$ cat src/rtl/lreq_pkg.sv
package lreq_pkg;
  localparam int unsigned NUM_KINDS = 7;
  localparam int unsigned KIND_W    = 3;

  typedef enum logic [1:0] {
    CTL_IDLE    = 2'b00,
    CTL_STATUS  = 2'b01,
    CTL_RECEIVE = 2'b10,
    CTL_XMIT    = 2'b11
  } ctl_e;

  typedef enum logic [KIND_W-1:0] {
    K_IMM   = 3'd0,
    K_ISO   = 3'd1,
    K_PRI   = 3'd2,
    K_FAIR  = 3'd3,
    K_RDREG = 3'd4,
    K_WRREG = 3'd5,
    K_ACCEL = 3'd6
  } kind_e;

  function automatic logic is_arb(kind_e k);
    return (k == K_IMM) || (k == K_ISO) || (k == K_PRI) || (k == K_FAIR);
  endfunction
endpackage

$ cat src/rtl/lreq_admit.sv
module lreq_admit
  import lreq_pkg::*;
(
  input  logic [NUM_KINDS-1:0] stb_i,
  input  logic                 accel_val_i,
  input  logic [1:0]           ctl_i,
  input  logic                 link_owns_i,
  input  logic                 win_open_i,
  input  logic                 iso_hold_i,
  input  logic                 iso_start_i,
  input  logic                 iso_end_i,
  input  logic                 accel_en_i,
  input  logic                 cycle_master_i,
  input  logic                 busy_i,
  input  logic                 bus_pend_i,
  input  logic                 rd_pend_i,
  input  logic                 bus_reset_i,
  output logic                 accept_o,
  output logic                 reject_o,
  output kind_e                kind_o
);
  logic any_stb, single_stb, kind_ok, arb_block, reg_block;
  ctl_e ctl;

  assign ctl        = ctl_e'(ctl_i);
  assign any_stb    = |stb_i;
  assign single_stb = any_stb && ((stb_i & (stb_i - 1'b1)) == '0);

  always_comb begin
    kind_o = K_IMM;
    for (int k = 0; k < NUM_KINDS; k++)
      if (stb_i[k]) kind_o = kind_e'(k[KIND_W-1:0]);
  end

  always_comb begin
    kind_ok = 1'b0;
    unique case (kind_o)
      K_FAIR, K_PRI: kind_ok = !link_owns_i && (ctl == CTL_IDLE || ctl == CTL_STATUS);
      K_IMM:         kind_ok = !link_owns_i && (ctl == CTL_IDLE || ctl == CTL_RECEIVE)
                               && win_open_i;
      K_ISO:         kind_ok = !iso_hold_i;
      K_RDREG,
      K_WRREG:       kind_ok = 1'b1;
      K_ACCEL:       kind_ok = !cycle_master_i &&
                               (accel_val_i ? iso_end_i : (iso_start_i && accel_en_i));
      default:       kind_ok = 1'b0;
    endcase
  end

  assign arb_block = is_arb(kind_o) && (bus_pend_i || bus_reset_i);
  assign reg_block = (kind_o == K_RDREG || kind_o == K_WRREG) && rd_pend_i;

  assign accept_o = single_stb && !busy_i && kind_ok && !arb_block && !reg_block;
  assign reject_o = any_stb && !accept_o;
endmodule

$ cat src/rtl/lreq_pend.sv
module lreq_pend
  import lreq_pkg::*;
#(
  parameter int unsigned IMM_WIN = 4
) (
  input  logic  clk_i,
  input  logic  rst_ni,
  input  logic  accept_i,
  input  kind_e kind_i,
  input  logic  grant_i,
  input  logic  cancel_i,
  input  logic  subact_gap_i,
  input  logic  bus_reset_i,
  input  logic  rd_stat_done_i,
  input  logic  pkt_end_i,
  output logic  bus_pend_o,
  output logic  rd_pend_o,
  output logic  win_open_o
);
  localparam int unsigned WIN_W = $clog2(IMM_WIN + 1);

  logic             bus_pend_q, gap_cancel_q, rd_pend_q;
  logic [WIN_W-1:0] win_q;

  always_ff @(posedge clk_i or negedge rst_ni) begin
    if (!rst_ni) begin
      bus_pend_q   <= 1'b0;
      gap_cancel_q <= 1'b0;
    end else if (bus_reset_i) begin
      bus_pend_q   <= 1'b0;
    end else if (accept_i && is_arb(kind_i)) begin
      bus_pend_q   <= 1'b1;
      gap_cancel_q <= (kind_i == K_IMM) || (kind_i == K_ISO);
    end else if (grant_i || cancel_i || (subact_gap_i && gap_cancel_q)) begin
      bus_pend_q   <= 1'b0;
    end
  end

  always_ff @(posedge clk_i or negedge rst_ni) begin
    if (!rst_ni)                           rd_pend_q <= 1'b0;
    else if (accept_i && kind_i == K_RDREG) rd_pend_q <= 1'b1;
    else if (rd_stat_done_i)               rd_pend_q <= 1'b0;
  end

  // countdown of the cycles left to start an immediate request
  always_ff @(posedge clk_i or negedge rst_ni) begin
    if (!rst_ni)          win_q <= '0;
    else if (pkt_end_i)   win_q <= WIN_W'(IMM_WIN);
    else if (win_q != '0) win_q <= win_q - 1'b1;
  end

  assign bus_pend_o = bus_pend_q;
  assign rd_pend_o  = rd_pend_q;
  assign win_open_o = (win_q != '0);
endmodule

$ cat src/rtl/lreq_ser.sv
module lreq_ser
  import lreq_pkg::*;
#(
  parameter int unsigned PAYLOAD_W = 4
) (
  input  logic                 clk_i,
  input  logic                 rst_ni,
  input  logic                 load_i,
  input  kind_e                kind_i,
  input  logic [PAYLOAD_W-1:0] payload_i,
  output logic                 lreq_o,
  output logic                 busy_o
);
  localparam int unsigned FRAME_W = PAYLOAD_W + KIND_W + 2;
  localparam int unsigned CNT_W   = $clog2(FRAME_W + 1);

  logic [FRAME_W-1:0] sh_q;
  logic [CNT_W-1:0]   cnt_q;

  always_ff @(posedge clk_i or negedge rst_ni) begin
    if (!rst_ni) begin
      sh_q  <= '0;
      cnt_q <= '0;
    end else if (load_i) begin
      sh_q  <= {1'b1, kind_i, payload_i, 1'b0};
      cnt_q <= CNT_W'(FRAME_W);
    end else if (cnt_q != '0) begin
      sh_q  <= sh_q << 1;
      cnt_q <= cnt_q - 1'b1;
    end
  end

  assign lreq_o = sh_q[FRAME_W-1];
  assign busy_o = (cnt_q != '0);
endmodule

$ cat src/rtl/lreq_issue_ctrl.sv
module lreq_issue_ctrl
  import lreq_pkg::*;
#(
  parameter int unsigned PAYLOAD_W = 4,
  parameter int unsigned IMM_WIN   = 4
) (
  input  logic                 clk_i,
  input  logic                 rst_ni,
  input  logic [6:0]           req_stb_i,
  input  logic [PAYLOAD_W-1:0] req_payload_i,
  input  logic                 iso_hold_i,
  input  logic [1:0]           ctl_state_i,
  input  logic                 link_owns_ctl_i,
  input  logic                 pkt_end_i,
  input  logic                 iso_start_i,
  input  logic                 iso_end_i,
  input  logic                 accel_en_i,
  input  logic                 cycle_master_i,
  input  logic                 grant_i,
  input  logic                 cancel_i,
  input  logic                 subact_gap_i,
  input  logic                 bus_reset_i,
  input  logic                 rd_stat_done_i,
  output logic                 lreq_o,
  output logic                 busy_o,
  output logic                 accept_o,
  output logic                 reject_o
);
  logic  acc_now, rej_now, bus_pend, rd_pend, win_open, busy;
  kind_e kind;
  logic  accept_q, reject_q;

  lreq_admit i_admit (
    .stb_i          (req_stb_i),
    .accel_val_i    (req_payload_i[0]),
    .ctl_i          (ctl_state_i),
    .link_owns_i    (link_owns_ctl_i),
    .win_open_i     (win_open),
    .iso_hold_i     (iso_hold_i),
    .iso_start_i    (iso_start_i),
    .iso_end_i      (iso_end_i),
    .accel_en_i     (accel_en_i),
    .cycle_master_i (cycle_master_i),
    .busy_i         (busy),
    .bus_pend_i     (bus_pend),
    .rd_pend_i      (rd_pend),
    .bus_reset_i    (bus_reset_i),
    .accept_o       (acc_now),
    .reject_o       (rej_now),
    .kind_o         (kind)
  );

  lreq_pend #(.IMM_WIN(IMM_WIN)) i_pend (
    .clk_i          (clk_i),
    .rst_ni         (rst_ni),
    .accept_i       (acc_now),
    .kind_i         (kind),
    .grant_i        (grant_i),
    .cancel_i       (cancel_i),
    .subact_gap_i   (subact_gap_i),
    .bus_reset_i    (bus_reset_i),
    .rd_stat_done_i (rd_stat_done_i),
    .pkt_end_i      (pkt_end_i),
    .bus_pend_o     (bus_pend),
    .rd_pend_o      (rd_pend),
    .win_open_o     (win_open)
  );

  lreq_ser #(.PAYLOAD_W(PAYLOAD_W)) i_ser (
    .clk_i     (clk_i),
    .rst_ni    (rst_ni),
    .load_i    (acc_now),
    .kind_i    (kind),
    .payload_i (req_payload_i),
    .lreq_o    (lreq_o),
    .busy_o    (busy)
  );

  always_ff @(posedge clk_i or negedge rst_ni) begin
    if (!rst_ni) begin
      accept_q <= 1'b0;
      reject_q <= 1'b0;
    end else begin
      accept_q <= acc_now;
      reject_q <= rej_now;
    end
  end

  assign busy_o   = busy;
  assign accept_o = accept_q;
  assign reject_o = reject_q;
endmodule

$ cat config.mk
export PLATFORM = sky130hd
export DESIGN_NAME = lreq_issue_ctrl
export DESIGN_NICKNAME = d
export VERILOG_FILES = /design/src/rtl/lreq_pkg.sv /design/src/rtl/lreq_admit.sv /design/src/rtl/lreq_pend.sv /design/src/rtl/lreq_ser.sv /design/src/rtl/lreq_issue_ctrl.sv
export SDC_FILE = /design/constraint.sdc
export NUM_CORES = 1
export LEC_CHECK = 0
export BUFFER_PORTS_ARGS = -buffer_cell sky130_fd_sc_hd__buf_2
export CELL_PAD_IN_SITES_DETAIL_PLACEMENT = 1
export CELL_PAD_IN_SITES_GLOBAL_PLACEMENT = 1
export CORE_MARGIN = 8
export CORE_UTILIZATION = 41
export CTS_CLUSTER_DIAMETER = 200
export DETAILED_ROUTE_END_ITERATION = 10
export PLACE_DENSITY_LB_ADDON = 0.1
export SLEW_MARGIN = 20
export SYNTH_ARGS = -nofsm -noshare
export SYNTH_HDL_FRONTEND = slang
export SYNTH_SLANG_ARGS = --single-unit
$ cat constraint.sdc
create_clock -name clk_i -period 5.7 [get_ports clk_i]
set_clock_uncertainty 0.05 [all_clocks]
set_input_delay 0.855 -clock clk_i [delete_from_list [all_inputs] [get_ports clk_i]]
set_output_delay 0.855 -clock clk_i [all_outputs]
set_load 0.05 [all_outputs]
# Word-level counts from Yosys, hierarchy flattened
# Cells that the tools add are included.
word_totals:
  ff_bits: 21
  inputBits: 27
  out_inout_bits: 4
  word_cells: 85
classes:
  n_addsub: 3
  n_eq_ne: 8
  muxes: 19
  n_bitwise: 2
  n_reduce_logical: 45
ops:
  columns: ["operator", "count"]
  rows:
  - ["9-bit 2-to-1 mux", 2]
  - ["1-bit logical AND", 16]
  - ["3-bit 2-to-1 mux", 5]
  - ["3-bit equality test, second input constant", 3]
  - ["1-bit logical OR", 9]
  - ["4-bit 2-to-1 mux", 2]
  - ["7-bit AND", 1]
  - ["1-bit logical NOT", 7]
  - ["7-bit logical NOT", 1]
  - ["1-bit 2-to-1 mux", 7]
  - ["7-bit OR reduction", 1]
  - ["7-bit by 1-bit subtractor with 7-bit output, second input constant", 1]
  - ["3-bit by 2-bit equality test with 1-bit output, second input constant", 2]
  - ["2-bit nonzero test", 3]
  - ["3-bit nonzero test", 2]
  - ["1-bit one-hot mux with 5 select lines", 1]
  - ["2-bit 2-to-1 mux", 2]
  - ["4-bit nonzero test", 1]
  - ["2-bit OR reduction", 2]
  - ["4-bit by 1-bit subtractor with 4-bit output, second input constant", 1]
  - ["3-bit by 1-bit equality test with 1-bit output, second input constant", 1]
  - ["3-bit logical NOT", 1]
  - ["3-bit by 1-bit subtractor with 3-bit output, second input constant", 1]
  - ["2-bit by 1-bit equality test with 1-bit output, second input constant", 1]
  - ["4 further kinds", 4]

# Depth between registers and ports, before layout
depth:
  word_depth: 17
  mapped_depth: 10
  ltp_nobuf: 9

# Modules after synthesis
# Synthesis repeated with hierarchy kept, for this count alone.
unflattened:
  hier_cells: 123
  area_unflattened_um2: 1132.3
by_module_without_submodules:
  columns: ["mod", "instances", "cells_per_inst", "area_per_inst_um2", "seq_area_each_um2"]
  rows:
  - ["lreq_ser", 1, 61, 579.3, 300.3]
  - ["lreq_pend", 1, 28, 300.3, 150.1]
  - ["lreq_admit", 1, 32, 202.7, 0.0]
  - ["lreq_issue_ctrl", 1, 2, 50.0, 50.0]

# Least setup slack after synthesis
# OpenSTA, ideal clock, no wires.
synth_timing:
  path_kind: "input to register"
  startpoint: "in req_stb_i[0]"
  endpoint: "reg i_ser.sh_q[2]"
  setup_ns: 0.125
  arrival_time_ns: 2.255
  t_required_ns: 5.525
  slack_ns: 3.270
  cell_stages: 5
  path_buffers: 0
  cell_sequence: "or4_4 a211o_1 o21ai_2 o21ai_4 mux2_4"
synth_via:
  elab_chain_len: 9
  elab_cells_between_ends: 11
  classes_between: "1 x add/sub; 1 x mux; 1 x bitwise; 8 x reduce/logical"
synth_lines:
  columns: ["element", "line_no", "text"]
  rows:
  - ["start, declared", "lreq_issue_ctrl.sv:9", "input logic [6:0] req_stb_i,"]
  - ["7-bit by 1-bit subtractor with 7-bit output", "lreq_admit.sv:27", "assign single_stb = any_stb && ((stb_i & (stb_i - 1'b1)) == '0);"]
  - ["7-bit AND", "lreq_admit.sv:27", null]
  - ["7-bit logical NOT", "lreq_admit.sv:27", null]
  - ["1-bit logical AND (*)", "lreq_admit.sv:27", null]
  - ["1-bit logical AND (*) (4 in series)", "lreq_admit.sv:53", "assign accept_o = single_stb && !busy_i && kind_ok && !arb_block && !reg_block;"]
  - ["9-bit 2-to-1 mux or 2-bit nonzero test (tied branches)", null, null]
  - ["end signal, assigned", "lreq_ser.sv:25", "sh_q <= {1'b1, kind_i, payload_i, 1'b0};"]
  - ["end signal, assigned", "lreq_ser.sv:28", "sh_q <= sh_q << 1;"]
  - ["end, declared", "lreq_ser.sv:17", "logic [FRAME_W-1:0] sh_q;"]
# Mark *: on every way between the ends. The rest lies on a longest branch, timed or not.
# A chain may end at the register's enable or synchronous reset.

# Worst setup path in the final report
layout_timing:
  startpoint: "reg i_ser.cnt_q[0]"
  endpoint: "out busy_o"
layout_via:
  elab_chain_len: 1
layout_lines:
  columns: ["element", "line_no", "text"]
  rows:
  - ["start, declared", "lreq_ser.sv:18", "logic [CNT_W-1:0] cnt_q;"]
  - ["start signal, assigned", "lreq_ser.sv:26", "cnt_q <= CNT_W'(FRAME_W);"]
  - ["start signal, assigned", "lreq_ser.sv:29", "cnt_q <= cnt_q - 1'b1;"]
  - ["4-bit nonzero test", "lreq_ser.sv:34", "assign busy_o = (cnt_q != '0);"]
  - ["end, declared", "lreq_issue_ctrl.sv:25", "output logic busy_o,"]
# No other way between the ends.

==> flow_metrics.tcl <==
set metrics [dict create \
    gp_congestion 0.779 \
    ys.flop_type "dfrtp_1" \
    end_kind "output pin" \
    min_path_cells 1 \
    yosysTopAreaCell "dfrtp_1" \
    viasPerCell 5.41 \
    path_cells "inv_1, ha_1, nor3b_4, inv_1, buf_2" \
    seq_area_um2 500 \
    hold_start "i_pend.win_q[2]" \
    cp_data_required_time_ns 4.80 \
    synth_fp_nets 153 \
    dpl_cell_area_mm2 0.00130 \
    clkTransAtPathRegs_ns 0.11 \
    cpMaxStageDelayCell "nor3b_4" \
    nFillCells 335 \
    core_area_mm2 0.00269 \
    drtIter0Drc 27 \
    critPathMaxStageDelay_ns 0.46 \
    ios 31 \
    hold_viol 0 \
    synth_area_per_cell_um2 9.16 \
    status "finished clean" \
    yosysWarnings 0 \
    synth-edff-count 0 \
    arrival_ns 2.08 \
    fin_cells 184 \
    worstReg2RegStart "i_ser.cnt_q[0]" \
    dr.pass1.iters 4 \
    die_h_um 68.4 \
    power.density_mw_per_mm2 314 \
    synth_most_common_cell "nand2_1" \
    r2r-end "i_ser.sh_q[3]" \
    layout-drive-gt1-share_pct 27.5 \
    ant_nets 0 \
    hpwl_um 2290 \
    ys_ff_latch 20 \
    leakage_nw 0.690 \
    synth_cell_types 38 \
    gr-usage-met3_pct 2.95 \
    max_freq_mhz 335 \
    numCtsBuffers 3 \
    synth_cells 123 \
    stdcell_area_mm2 0.00133 \
    cts_resized 0 \
    crit_family "buffers and inverters" \
    initial_core_util_pct 41.9 \
    hold_path_end "i_pend.win_q[2]" \
    async_flop_share_pct 100 \
    totalWireLength_um 2800 \
    min_period_ns 2.98 \
    synth-seq-area-share_pct 44.4 \
    multi_input_area_um2 564 \
    cp-start-kind "flop" \
    synth_commonest_cells "nand2_1 (24), dfrtp_1 (20), inv_1 (12)" \
    fin_nets 185 \
    ff2ff_path_depth 8 \
    fp-row-count 19 \
    grtUsageTotal_pct 13.0 \
    root_buffer "clkbuf_4" \
    clk_latency_ns 0.29 \
    path_max_fanout 11 \
    rsz0062_at_grt "no" \
    htree_levels 1 \
    hold_path_class "reg2reg" \
    min_period_over_period_pct 52.4 \
    slew_headroom_pct 68.8 \
    maxSlewViolCount 0 \
    setup_viol 0 \
    die_area_mm2 0.00468 \
    timing.critical_path.from "i_ser.cnt_q[0]" \
    cp_num_buf_inv 3 \
    cap_violations 0 \
    cpMostUsedCell "inv_1" \
    worst_slack_ns 2.72 \
    diodes 0 \
    synth_top_area_share_pct 44.4 \
    syn_to_final_growth_pct 17.7 \
    vias 995 \
    clk_path_buf_depth 2 \
    worst_slew_pin_slew_ns 0.467 \
    synth.area.top_cells "dfrtp_1 (44%), nand2_1 (8.0%), inv_1 (4.0%)" \
    ff2ff_setup_slack_ns 3.04 \
    grt_util_met1_pct 15.5 \
    grt_first_pass_wirelength_um 4690 \
    cts_tree "built" \
    grt_overflow 0 \
    grt_pass1_vias 1078 \
    wire_per_inst_um 15.2 \
    cts_sinks 20 \
    critPathKind "reg2out" \
    grt_max_degree 21 \
    numPortBuffers 30 \
    fin_setup_tns_ns 0 \
    cts_setup_buffers 0 \
    hold_buffers 0 \
    grt_antenna_before_repair 0 \
    grt.met2_usage_pct 22.5 \
    ir_drop_mv 0.153 \
    grt.busiest_layer "met2" \
    dpl.cell_count 181 \
    drc 0 \
    die_w_um 68.4 \
    pre_cts_slack_ns 3.00 \
    syn_area_mm2 0.00113 \
]
## metal layers
metal  wire length (µm)  vias up
met5                  0        -
met4                 13        0
met3                101        2
met2               1460       20
met1               1220      490
li1                   -      483
## cell type report
| type | count | share of cell area (%) |
|---|---|---|
| multi-input combinational | 87 | 42.6 |
| sequential | 20 | 37.8 |
| timing repair buffer | 30 | 11.3 |
| inverter | 13 | 3.68 |
| clock buffer | 3 | 1.70 |
| tap | 31 | 2.93 |
## cell usage in the layout, fill, tap and decap left out, drive strengths merged, types with 2 or more instances in the layout
cell	Yosys	final
buf	1	30
nand2	24	24
dfrtp	20	20
inv	13	13
nor2	10	10
o21ai	5	5
a21oi	4	4
o22ai	3	3
nand3	3	3
nor3	3	3
mux2	3	3
mux2i	3	3
ha	3	3
clkbuf	2	3
nor2b	2	2
a211o	2	2
a211oi	2	2
xnor2	2	2
o211ai	2	2
## cell families (layout without fill, tap and decap cells)
logic type	Yosys count	in the layout	synth area share, %
multiplexers	6	6	6.67
AND/OR/NAND/NOR	52	52	22.7
AO/OA/AOI/OAI	23	23	15.0
buffers and inverters	16	46	5.44
adder cells (fa/ha/maj)	4	4	4.22
flip-flops	20	20	44.4
XOR/XNOR	2	2	1.56
## state kept, by name (all words and copies together) (netlist names)
name                 cells
i_ser.sh_q               8
i_ser.cnt_q              4
i_pend.gap_cancel_q      1
i_pend.rd_pend_o         1
accept_o                 1
i_pend.bus_pend_o        1
i_pend.win_q             3
reject_o                 1
## worst max-delay path by stage
stage                          end  slack (ns)  cells after the start
floorplan            i_ser.sh_q[2]        3.27                      5
global placement     i_ser.sh_q[3]        3.08                      6
detailed placement  i_ser.cnt_q[1]        3.00                      7
CTS                         busy_o        2.67                      5
global route                busy_o        2.56                      5
finish                      busy_o        2.72                      5
## worst reg2reg max path, stage by stage, from the launching register on
cell and delay [ns]:
dfrtp_1 0.39, inv_1 0.10, ha_1 0.23, nor3b_4 0.46, inv_1 0.31, a21oi_1 0.18
and3_1 0.35, o21ai_4 0.17, mux2_4 0.32
## power by group
group          switching, mW  total [mW]  leakage (nW)  internal, mW
logic                 0.0952       0.158         0.421        0.0630
registers             0.0222       0.193         0.256         0.171
clock network         0.0411      0.0657        0.0138        0.0246
total                  0.159       0.417         0.690         0.258
## per-stage QoR
stage	power (mW)	hold slack [ns]	util (%)
final	0.417	0.442	49.3
after global routing	0.447	0.456	49.3
after CTS	0.427	0.440	49.3
after global placement	0.341	0.412	48.5
after detailed placement	0.359	0.424	48.5
after floorplan	0.306	0.393	-
No activity file was read; power rests on OpenSTA's default activity.
